--- src/rtl/wsg_pkg.sv ---
package wsg_pkg;
    localparam int CNT_W   = 4;
    localparam int STALL_W = 4;

    typedef enum logic { RGN_SRAM = 1'b0, RGN_FLASH = 1'b1 } region_e;
    typedef enum logic { KIND_FETCH = 1'b0, KIND_DATA = 1'b1 } kind_e;

    typedef struct packed {
        logic               busy;
        logic               ready;
        logic [CNT_W-1:0]   cnt;
        logic [STALL_W-1:0] stall_pend;
        logic [STALL_W-1:0] stall_out;
    } seq_state_t;
endpackage

--- src/rtl/wsg_cost.sv ---
module wsg_cost
    import wsg_pkg::*;
#(
    parameter int CD_W            = 3,
    parameter int SRAM_FETCH      = 1,
    parameter int SRAM_DATA_EXTRA = 1,
    parameter int FLASH_FETCH     = 1,
    parameter int FLASH_WIDE_CD0  = 2,
    parameter int FLASH_DEAD      = 1,
    parameter int FLASH_DATA_EXT  = 2,
    parameter int SRAM_REFILL     = 2,
    parameter int FLASH_DECODE    = 1,
    parameter int FLASH_FILL_CD0  = 4
) (
    input  region_e             region,
    input  kind_e               kind,
    input  logic                wide,
    input  logic [CD_W-1:0]     cd,
    input  logic                branch,
    output logic [CNT_W-1:0]    cycles,
    output logic [STALL_W-1:0]  stall
);
    localparam logic [CNT_W-1:0]   C_SRAM_F  = CNT_W'(SRAM_FETCH);
    localparam logic [CNT_W-1:0]   C_SRAM_D  = CNT_W'(SRAM_FETCH + SRAM_DATA_EXTRA);
    localparam logic [CNT_W-1:0]   C_FLS_F   = CNT_W'(FLASH_FETCH);
    localparam logic [CNT_W-1:0]   C_FLS_W0  = CNT_W'(FLASH_WIDE_CD0);
    localparam logic [CNT_W-1:0]   C_FLS_D   = CNT_W'(FLASH_FETCH + FLASH_DEAD + FLASH_DATA_EXT);
    localparam logic [STALL_W-1:0] S_SRAM    = STALL_W'(SRAM_REFILL);
    localparam logic [STALL_W-1:0] S_FLS_CD0 = STALL_W'(FLASH_DECODE + FLASH_FILL_CD0);
    localparam logic [STALL_W-1:0] S_FLS     = STALL_W'(FLASH_DECODE);

    logic                cd_zero;
    logic [CNT_W-1:0]    base;
    logic [STALL_W-1:0]  refill;

    assign cd_zero = (cd == '0);

    always_comb begin
        base   = C_SRAM_F;
        refill = '0;
        unique case ({region, kind})
            {RGN_SRAM,  KIND_FETCH}: base = C_SRAM_F;
            {RGN_SRAM,  KIND_DATA }: base = C_SRAM_D;
            {RGN_FLASH, KIND_FETCH}: base = (wide && cd_zero) ? C_FLS_W0 : C_FLS_F;
            {RGN_FLASH, KIND_DATA }: base = C_FLS_D;
            default:                 base = C_SRAM_F;
        endcase
        if (branch && kind == KIND_FETCH) begin
            if (region == RGN_FLASH) refill = cd_zero ? S_FLS_CD0 : S_FLS;
            else                     refill = S_SRAM;
        end
    end

    assign cycles = base + CNT_W'(refill);
    assign stall  = refill;
endmodule

--- src/rtl/wsg_seq.sv ---
module wsg_seq
    import wsg_pkg::*;
#(
    parameter int MAX_COST = 9
) (
    input  logic                clk,
    input  logic                rst_n,
    input  logic                req_valid,
    input  logic [CNT_W-1:0]    cost_cycles,
    input  logic [STALL_W-1:0]  cost_stall,
    output logic                ready,
    output logic                busy,
    output logic [STALL_W-1:0]  refill_stall
);
    seq_state_t st_d, st_q;

    always_comb begin
        st_d           = st_q;
        st_d.ready     = 1'b0;
        st_d.stall_out = '0;
        if (st_q.busy) begin
            if (st_q.cnt == '0) begin
                st_d.busy      = 1'b0;
                st_d.ready     = 1'b1;
                st_d.stall_out = st_q.stall_pend;
            end else begin
                st_d.cnt = st_q.cnt - 1'b1;
            end
        end else if (req_valid && !st_q.ready) begin
            st_d.busy       = 1'b1;
            st_d.cnt        = cost_cycles - 1'b1;
            st_d.stall_pend = cost_stall;
        end
    end

    always_ff @(posedge clk or negedge rst_n) begin
        if (!rst_n) st_q <= '0;
        else        st_q <= st_d;
    end

    assign ready        = st_q.ready;
    assign busy         = st_q.busy;
    assign refill_stall = st_q.stall_out;


    ready_pulse_chk: assert property (@(posedge clk) disable iff (!rst_n)
        ready |=> !ready);


    busy_ready_excl_chk: assert property (@(posedge clk) disable iff (!rst_n)
        !(busy && ready));


    stall_idle_chk: assert property (@(posedge clk) disable iff (!rst_n)
        !ready |-> refill_stall == '0);


    accept_needs_req_chk: assert property (@(posedge clk) disable iff (!rst_n)
        (!busy && !req_valid) |=> !busy);


    no_accept_on_ready_chk: assert property (@(posedge clk) disable iff (!rst_n)
        ready |=> !busy);


    cnt_bound_chk: assert property (@(posedge clk) disable iff (!rst_n)
        busy |-> st_q.cnt < CNT_W'(MAX_COST));
endmodule

--- src/rtl/wsg_top.sv ---
module wsg_top
    import wsg_pkg::*;
#(
    parameter int CD_W = 3
) (
    input  logic                clk,
    input  logic                rst_n,
    input  logic                req_valid,
    input  logic                req_region,
    input  logic                req_kind,
    input  logic                req_wide,
    input  logic [CD_W-1:0]     req_cd,
    input  logic                req_branch,
    output logic                ready,
    output logic                busy,
    output logic [STALL_W-1:0]  refill_stall
);
    localparam int MAX_COST = 2 + 1 + 4 + 2;

    logic [CNT_W-1:0]   cost_cycles;
    logic [STALL_W-1:0] cost_stall;

    wsg_cost #(.CD_W(CD_W)) i_cost (
        .region (region_e'(req_region)),
        .kind   (kind_e'(req_kind)),
        .wide   (req_wide),
        .cd     (req_cd),
        .branch (req_branch),
        .cycles (cost_cycles),
        .stall  (cost_stall)
    );

    wsg_seq #(.MAX_COST(MAX_COST)) i_seq (
        .clk          (clk),
        .rst_n        (rst_n),
        .req_valid    (req_valid),
        .cost_cycles  (cost_cycles),
        .cost_stall   (cost_stall),
        .ready        (ready),
        .busy         (busy),
        .refill_stall (refill_stall)
    );


    data_no_stall_chk: assert property (@(posedge clk) disable iff (!rst_n)
        (!busy && !ready && req_valid && req_kind) |-> cost_stall == '0);
endmodule

--- config.mk ---
export PLATFORM = sky130hd
export DESIGN_NAME = wsg_top
export DESIGN_NICKNAME = d
export VERILOG_FILES = /design/src/rtl/wsg_pkg.sv /design/src/rtl/wsg_cost.sv /design/src/rtl/wsg_seq.sv /design/src/rtl/wsg_top.sv
export SDC_FILE = /design/constraint.sdc
export NUM_CORES = 1
export LEC_CHECK = 0
export ABC_AREA = 1
export BUFFER_PORTS_ARGS = -buffer_cell sky130_fd_sc_hd__buf_2
export CAP_MARGIN = 0
export CORE_MARGIN = 1.5
export CORE_UTILIZATION = 58
export DETAILED_ROUTE_END_ITERATION = 10
export GPL_ROUTABILITY_DRIVEN = 0
export PLACE_DENSITY_LB_ADDON = 0.2
export SYNTH_ARGS = -nofsm -noshare
export SYNTH_HDL_FRONTEND = slang
export SYNTH_HIERARCHICAL = 1
export SYNTH_SLANG_ARGS = --single-unit
--- constraint.sdc ---
create_clock -name clk -period 3.22 [get_ports clk]
set_clock_uncertainty 0.1 [all_clocks]
set_input_delay 0.322 -clock clk [delete_from_list [all_inputs] [get_ports clk]]
set_output_delay 0.322 -clock clk [all_outputs]
set_load 0.05 [all_outputs]
==> flow_summary.json <==
{
  "hpwl_um": 1140,
  "firstDrtPassIters": 4,
  "syn_to_final_growth_pct": 11.6,
  "clkPwrFrac": 0.164,
  "critPathRequiredTime_ps": 3300,
  "ys_seq_area_frac": 0.391,
  "ys_seq_elements": 14,
  "cts_setup_buffers": 0,
  "cap_violations": 0,
  "grt_max_degree": 15,
  "cp.depth": 15,
  "critical_path.top_delay_family": "adder cells",
  "num_antenna_cells": 0,
  "wl_um": 1450,
  "grt_usage": 0.201,
  "critPathLaunch": "req_cd[1]",
  "clk_latency_ps": 280,
  "design.core.area_mm2": 0.00147,
  "grt_pass1_wl_um": 2730,
  "drc": 0,
  "worstSetupPathType": "in2reg",
  "clk_pin_slew_ps": 90,
  "power_leakage_nw": 0.583,
  "antenna_found_initial": 0,
  "fmax_ghz": 0.477,
  "switching_share": 0.460,
  "fin_setup_tns_ps": 0,
  "ctsHoldBuffers": 1,
  "vdd_drop_max_mv": 0.298,
  "cts.repair.resized": 0,
  "num_vias": 765,
  "fin_crit_sh": 0.651,
  "power.density_mw_per_mm2": 758,
  "netlist-cell-type-count": 18,
  "worstSetupStartpointType": "input port",
  "crit_arrival_ps": 2170,
  "drv_slew": 0,
  "path_cells": "buf_2 -> nor2_1 -> nand3_1 -> nand2_1 -> nand2_1 -> ha_1 -> inv_1 -> fa_1 -> inv_1 -> inv_1 -> ha_1 -> xnor2_1 -> o21ai_0 -> nand2_1 -> nand2_1",
  "r2r_start": "i_seq/st_q[8]",
  "synth_nets": 139,
  "critical-path-max-stage-delay_ps": 400,
  "place_ws_ps": 817,
  "syn_area_per_cell_um2": 7.34,
  "crit_path_max_fanout": 3,
  "end_kind": "flop",
  "hp-class": "in2reg",
  "cts_sinks": 14,
  "final_common_cell": "nand2_1",
  "htree_levels": 1,
  "r2r_cells": 7,
  "power.internal_mw": 0.409,
  "grt.overflow.total": 0,
  "io_pins": 16,
  "hold_viol": 0,
  "status": "finished clean",
  "mostFrequentLayoutCells": "nand2_1, nor2_1, inv_1",
  "grt_pass1_vias": 741,
  "drtAntennaViolNets": 0,
  "ff2ff_setup_slack_ps": 1720,
  "io_buffers": 15,
  "cts-root-buf": "clkbuf_4",
  "slowest_stage": "fa_1",
  "fp-row-count": 14,
  "drive_above_1_share": 0.182,
  "switchingPower_mw": 0.348,
  "start_util": 0.609,
  "yosys_warnings": 6,
  "power_mw": 0.757,
  "cts_tree": "built",
  "wl_per_cell_um": 9.48,
  "cp_common_cell": "nand2_1",
  "reg2reg_to": "i_seq/st_q[11]",
  "syn_area_um2": 896,
  "clockBufferDepth": 2,
  "final_nets": 155,
  "comb_power_share": 0.478,
  "setup_violations": 0,
  "drt-initial-drc-count": 9,
  "rsz0062_at_grt": "false",
  "cp_num_buf_inv": 4,
  "crit_end": "i_seq/st_q[10]",
  "period_needed_ps": 2100,
  "cts_made_buffers": 3,
  "die-area_mm2": 0.00179,
  "die_x_um": 42.3,
  "viasPerCell": 5.00,
  "setup_ws_ps": 1120,
  "synthCells": 122,
  "seqPwrFrac": 0.358,
  "die_h_um": 42.3
}
[worst min path at each step]
stage | end | slack, ps | cells after the start | from
2_1_floorplan | i_seq/busy | -70 | 0 | rst_n
3_3_place_gp | i_seq/refill_stall[1] | 120 | 1 | rst_n
3_5_place_dp | i_seq/refill_stall[2] | 130 | 1 | rst_n
4_1_cts | i_seq/st_q[5] | 300 | 4 | req_region
5_1_grt | i_seq/st_q[5] | 340 | 4 | req_region
6_report | i_seq/st_q[5] | 310 | 4 | req_region
[flip-flops by register name (all words and copies together) (netlist names)]
register            cells
i_seq/busy              1
i_seq/refill_stall      4
i_seq/st_q              8
i_seq/ready             1
[per-stage QoR]
step                      cell area, µm²  cells  hold WS, ps   util
after floorplan                      896    122        -73.6      -
after global placement               953    148          121  0.648
after detailed placement             953    148          125  0.648
after CTS                           1000    153          295  0.679
after global routing                1000    153          335  0.679
final                               1000    153          305  0.679
[area by class of cell]
type / count / area [µm²]
Tap cell: 16 / 20.0
Sequential cell: 14 / 350
Timing Repair Buffer: 16 / 85.1
Inverter: 20 / 77.6
Multi-Input combinational cell: 83 / 430
Clock buffer: 4 / 36.3
Fill cell: 127 / 472
[per-layer routing]
metal,wire (µm),up-vias,GRT usage
met5,0,-,0
met4,29,0,0.125
met3,45,4,0.0172
met2,748,17,0.382
met1,627,345,0.208
li1,-,399,-
[tightest hold or removal path: stages]
cell	delay, ps
buf_2	120
nor2_1	80
nand2_1	70
nand2_1	50
[cells by family (layout without fill, tap and decap cells)]
kind of cell | count (synthesis) | after routing | share of synthesized area
simple gates | 66 | 66 | 0.307
buf+inv | 25 | 40 | 0.129
flops | 14 | 14 | 0.391
fa+ha+maj | 7 | 7 | 0.106
compound gates | 7 | 7 | 0.0433
xor+xnor | 2 | 2 | 0.0196
other cells | 1 | 1 | 0.00419
[Yosys cell counts]
| cell type | n | share of area |
|---|---|---|
| ha_1 | 6 | 0.084 |
| conb_1 | 1 | 0.0042 |
| nor2_1 | 18 | 0.075 |
| inv_2 | 3 | 0.013 |
| dfrtp_1 | 14 | 0.39 |
| nand2_1 | 37 | 0.16 |
| o21ai_1 | 1 | 0.0056 |
| xnor2_1 | 2 | 0.020 |
| inv_1 | 16 | 0.067 |
| a21oi_1 | 3 | 0.017 |
| nand4_1 | 1 | 0.0070 |
| inv_4 | 1 | 0.0070 |
| nand3_1 | 9 | 0.050 |
| o21ai_0 | 2 | 0.011 |
| nand3_4 | 1 | 0.020 |
| a21oi_2 | 1 | 0.0098 |
| buf_4 | 5 | 0.042 |
| fa_1 | 1 | 0.022 |
[power groups by stage]
| stage | Sequential [mW] | Clock [mW] | Combinational (mW) |
|---|---|---|---|
| after floorplan | 0.310 | 0 | 0.255 |
| after global placement | 0.273 | 0 | 0.350 |
| after detailed placement | 0.274 | 0 | 0.360 |
| after CTS | 0.270 | 0.128 | 0.364 |
| after global routing | 0.276 | 0.132 | 0.415 |
| final | 0.271 | 0.124 | 0.362 |
No activity file was read; power rests on OpenSTA's default activity.
